## src/rtl/bsc_pkg.sv

```systemverilog
package bsc_pkg;
  typedef enum logic [1:0] {
    BSC_FUNC   = 2'd0,
    BSC_SAMPLE = 2'd1,
    BSC_EXTEST = 2'd2,
    BSC_INTEST = 2'd3
  } bsc_mode_e;

  typedef struct packed {
    logic core_from_upd;  // input cells drive core from latch
    logic pad_from_upd;   // output cells drive pad from latch
  } bsc_sel_t;
endpackage

```

## src/rtl/bsc_mode_dec.sv

```systemverilog
module bsc_mode_dec
  import bsc_pkg::*;
(
  input  bsc_mode_e mode_i,
  output bsc_sel_t  sel_o
);
  always_comb begin
    sel_o = '0;
    unique case (mode_i)
      BSC_EXTEST: sel_o.pad_from_upd  = 1'b1;
      BSC_INTEST: sel_o.core_from_upd = 1'b1;
      default:    sel_o = '0;
    endcase
  end
endmodule

```

## src/rtl/bsc_cell.sv

```systemverilog
module bsc_cell (
  input  logic clk_i,
  input  logic rst_ni,
  input  logic cap_en_i,
  input  logic shift_i,
  input  logic upd_en_i,
  input  logic scan_i,
  input  logic par_i,
  input  logic drive_upd_i,
  output logic scan_o,
  output logic upd_o,
  output logic func_o
);
  logic cap_q, upd_q;

  always_ff @(posedge clk_i or negedge rst_ni) begin
    if (!rst_ni)       cap_q <= 1'b0;
    else if (cap_en_i) cap_q <= shift_i ? scan_i : par_i;
  end

  always_ff @(posedge clk_i or negedge rst_ni) begin
    if (!rst_ni)       upd_q <= 1'b0;
    else if (upd_en_i) upd_q <= cap_q;
  end

  assign scan_o = cap_q;
  assign upd_o  = upd_q;
  assign func_o = drive_upd_i ? upd_q : par_i;
endmodule

```

## src/rtl/bscan_chain.sv

```systemverilog
module bscan_chain
  import bsc_pkg::*;
#(
  parameter int N_IN  = 4,
  parameter int N_OUT = 4
) (
  input  logic             clk_i,
  input  logic             rst_ni,
  input  logic [1:0]       mode_i,
  input  logic             shift_dr_i,
  input  logic             clock_dr_i,
  input  logic             update_dr_i,
  input  logic             sin_i,
  output logic             sout_o,
  input  logic [N_IN-1:0]  pad_in_i,
  output logic [N_IN-1:0]  core_in_o,
  input  logic [N_OUT-1:0] core_out_i,
  output logic [N_OUT-1:0] pad_out_o
);
  localparam int N = N_IN + N_OUT;

  bsc_mode_e mode_q;
  bsc_sel_t  sel;
  logic [N-1:0] cap_q, upd_q, par_in, func_out, drive_upd;

  always_ff @(posedge clk_i or negedge rst_ni) begin
    if (!rst_ni) mode_q <= BSC_FUNC;
    else         mode_q <= bsc_mode_e'(mode_i);
  end

  bsc_mode_dec u_dec (.mode_i(mode_q), .sel_o(sel));

  assign par_in = {core_out_i, pad_in_i};

  for (genvar k = 0; k < N; k++) begin : g_cell
    if (k < N_IN) begin : g_in
      assign drive_upd[k] = sel.core_from_upd;
    end else begin : g_out
      assign drive_upd[k] = sel.pad_from_upd;
    end

    bsc_cell u_cell (
      .clk_i       (clk_i),
      .rst_ni      (rst_ni),
      .cap_en_i    (clock_dr_i),
      .shift_i     (shift_dr_i),
      .upd_en_i    (update_dr_i),
      .scan_i      ((k == 0) ? sin_i : cap_q[(k == 0) ? 0 : k-1]),
      .par_i       (par_in[k]),
      .drive_upd_i (drive_upd[k]),
      .scan_o      (cap_q[k]),
      .upd_o       (upd_q[k]),
      .func_o      (func_out[k])
    );
  end

  assign core_in_o = func_out[N_IN-1:0];
  assign pad_out_o = func_out[N-1:N_IN];
  assign sout_o    = cap_q[N-1];
endmodule

```

## config.mk

```make
export PLATFORM = sky130hd
export DESIGN_NAME = bscan_chain
export DESIGN_NICKNAME = d
export VERILOG_FILES = /design/src/rtl/bsc_pkg.sv /design/src/rtl/bsc_mode_dec.sv /design/src/rtl/bsc_cell.sv /design/src/rtl/bscan_chain.sv
export SDC_FILE = /design/constraint.sdc
export NUM_CORES = 1
export LEC_CHECK = 0
export ABC_CLOCK_PERIOD_IN_PS = 1910
export BUFFER_PORTS_ARGS = -buffer_cell sky130_fd_sc_hd__buf_2
export CAP_MARGIN = 20
export CORE_UTILIZATION = 40
export CTS_CLUSTER_DIAMETER = 60
export CTS_CLUSTER_SIZE = 40
export DETAILED_ROUTE_END_ITERATION = 10
export SETUP_SLACK_MARGIN = 0.1
export SLEW_MARGIN = 0
export SYNTH_ARGS = -nofsm -noshare
export SYNTH_HDL_FRONTEND = slang
export SYNTH_HIERARCHICAL = 1
export SYNTH_SLANG_ARGS = --single-unit
```

## constraint.sdc

```tcl
create_clock -name clk_i -period 1.91 [get_ports clk_i]
set_input_delay 0.0955 -clock clk_i [delete_from_list [all_inputs] [get_ports clk_i]]
set_output_delay 0.0955 -clock clk_i [all_outputs]
set_load 0.005 [all_outputs]
```

==> metrics.yaml <==
final_cell_mix: "24 x buf_2, 18 x dfrtp_1"
ant_nets: 0
wl_um: 1460
drt_iter0_drc: 3
nets: 108
critical_path.max_stage_delay_ps: 380
start_util_pct: 42.2
stdcell_count: 117
routabilityCongestion: 0.665
reg2reg_from: "g_cell[2].u_cell/scan_o$_DFFE_PN0P_"
skew_ps: 1.61
min_path_type: "in -> reg"
holdPathStages: 3
firstDrtPassIters: 4
rsz0062_at_grt: "no"
cellPowerDensity_nw_per_um2: 774
grt_use_total_pct: 14.5
placementRows: 16
grt_max_degree: 19
final_util_pct: 52.7
ff_latch_area_um2: 450
r2r_end: "g_cell[2].u_cell/upd_o$_DFFE_PN0P_"
grt_pass1_wl_um: 2090
yosysTopAreaCell: "dfrtp_1"
fin_total_pwr_w: 0.000800
path_max_fanout: 4
cts_buffers: 3
die-area_um2: 2250
synth_cell_type_count: 8
die_x_um: 47.5
multiInputGateArea_um2: 377
synth_top_area_share_pct: 54.5
setup_tns_ps: 0
clk_pin_slew_ps: 90
yosysSeqAreaShare_pct: 54.5
area_growth_pct: 25.0
grt-ovfl-total: 0
wl_per_cell_um: 12.5
leakagePower_nw: 0.486
clk_latency_ps: 280
placedInstanceArea_um2: 981
fin_crit_sh_pct: 77.4
hold_viol_final: 0
final_area_um2: 1030
crit_path_end_kind: "output port"
whs_endpoint: "g_cell[0].u_cell/scan_o$_DFFE_PN0P_"
ys_seq_elements: 18
crit_buf_inv: 1
worstMarginPinSlew_ps: 399
dp_cells: 111
worst_hold_startpoint: "sin_i"
clk_path_buf_depth: 2
critical_path_class: "reg -> out"
r2r_cells: 1
core_um2: 1960
crit_chain: "and2b_2, mux2_4, buf_2"
drc: 0
vdd_drop_max_uv: 369
cts_tree: "yes"
antennaDiodeCount: 0
path_delay_family: "flip-flops"
clockRootBuffer: "clkbuf_4"
required_ps: 1810
slowest_stage: "dfrtp_1"
die_h_um: 47.5
avgSynthCellArea_um2: 13.8
synthesis.nets: 76
outcome: "finished, final reports clean"
maxCapViolCount: 0
cts_max_level: 1
nFillCells: 196
syn_inst: 60
viasPerCell: 4.76
ys_warn_count: 6
antenna_found_initial: 0
synth.top_cells.by_area: "dfrtp_1 54%, mux2_4 15%, mux2_1 11%, mux2i_1 9.7%, a21oi_1 4.8%"
min_period_ps: 1480
ios: 25
slew_viol_final: 0
max-slew-margin-rel_pct: 73.4
vias: 557
worst_setup_path_start_kind: "register"
numClockSinks: 18
drive_gt1_share_pct: 41.1
fmax_mhz: 677
r2r_slack_ps: 1090
port_buffers: 24
cp.arrival_ps: 1380
syn_area_um2: 827
layout_commonest_cell: "buf_2"
grt_pass1_vias: 463
finalSetupViolations: 0
-- cell usage after synthesis --
master	count
and2b_2	1
a21oi_1	8
mux2_4	8
dfrtp_1	18
nor2_1	8
mux2i_1	8
and2_2	1
mux2_1	8
-- per-layer routing --
| layer | GRT usage [%] | routed length [um] | vias to the layer above |
|---|---|---|---|
| met3 | 3.40 | 52 | 2 |
| met5 | 0 | 0 | - |
| met1 | 17.5 | 682 | 264 |
| li1 | - | - | 279 |
| met2 | 23.6 | 706 | 12 |
| met4 | 8.57 | 19 | 0 |
-- cells by family after synthesis --
logic type	after synthesis	share of synthesized area, %
AOI/OAI and AO/OA	8	4.84
DFF	18	54.5
muxes	24	35.1
and+or+nand+nor	10	5.60
-- timing repair --
| action | in CTS | in global routing |
|---|---|---|
| hold buffers | 3 | 0 |
| setup endpoints to repair | 0 | 0 |
| endpoints found under the hold margin | 20 | 0 |
| buffers inserted | 0 | 0 |
| resized for setup | 0 | 0 |
-- per-stage QoR --
stage                     hold WS [ps]  setup WS [ps]
after global placement            44.4            750
after CTS                         99.1            409
after detailed placement          53.4            737
after global routing               131            356
final                              108            433
after floorplan                   -200            896
-- area by class of cell --
class                           count  area share, %
Tap cell                           27           3.27
Timing Repair Buffer               27           14.5
Clock buffer                        3           2.18
Sequential cell                    18           43.6
Multi-Input combinational cell     42           36.4
-- flip-flops by register name (all words and copies together), names as in the netlist --
signal and cells:
g_cell.u_cell/scan_o 8, mode_q 2, g_cell.u_cell/upd_o 8
-- report_power, final --
| group | total [W] | internal [W] | switching, W |
|---|---|---|---|
| Sequential | 0.000464 | 0.000433 | 0.0000311 |
| Combinational | 0.000156 | 0.0000924 | 0.0000635 |
| Clock | 0.000179 | 0.0000731 | 0.000106 |
-- worst max-delay path by stage --
stage,to,slack (ps),start,cells after the start
floorplan,pad_out_o[0],900,mode_q[0]$_DFF_PN0_,2
global placement,pad_out_o[3],750,mode_q[0]$_DFF_PN0_,3
detailed placement,pad_out_o[3],740,mode_q[0]$_DFF_PN0_,3
CTS,pad_out_o[3],410,mode_q[0]$_DFF_PN0_,3
global route,pad_out_o[0],360,mode_q[0]$_DFF_PN0_,3
finish,pad_out_o[3],430,mode_q[0]$_DFF_PN0_,3
No activity file was read; power rests on OpenSTA's default activity.
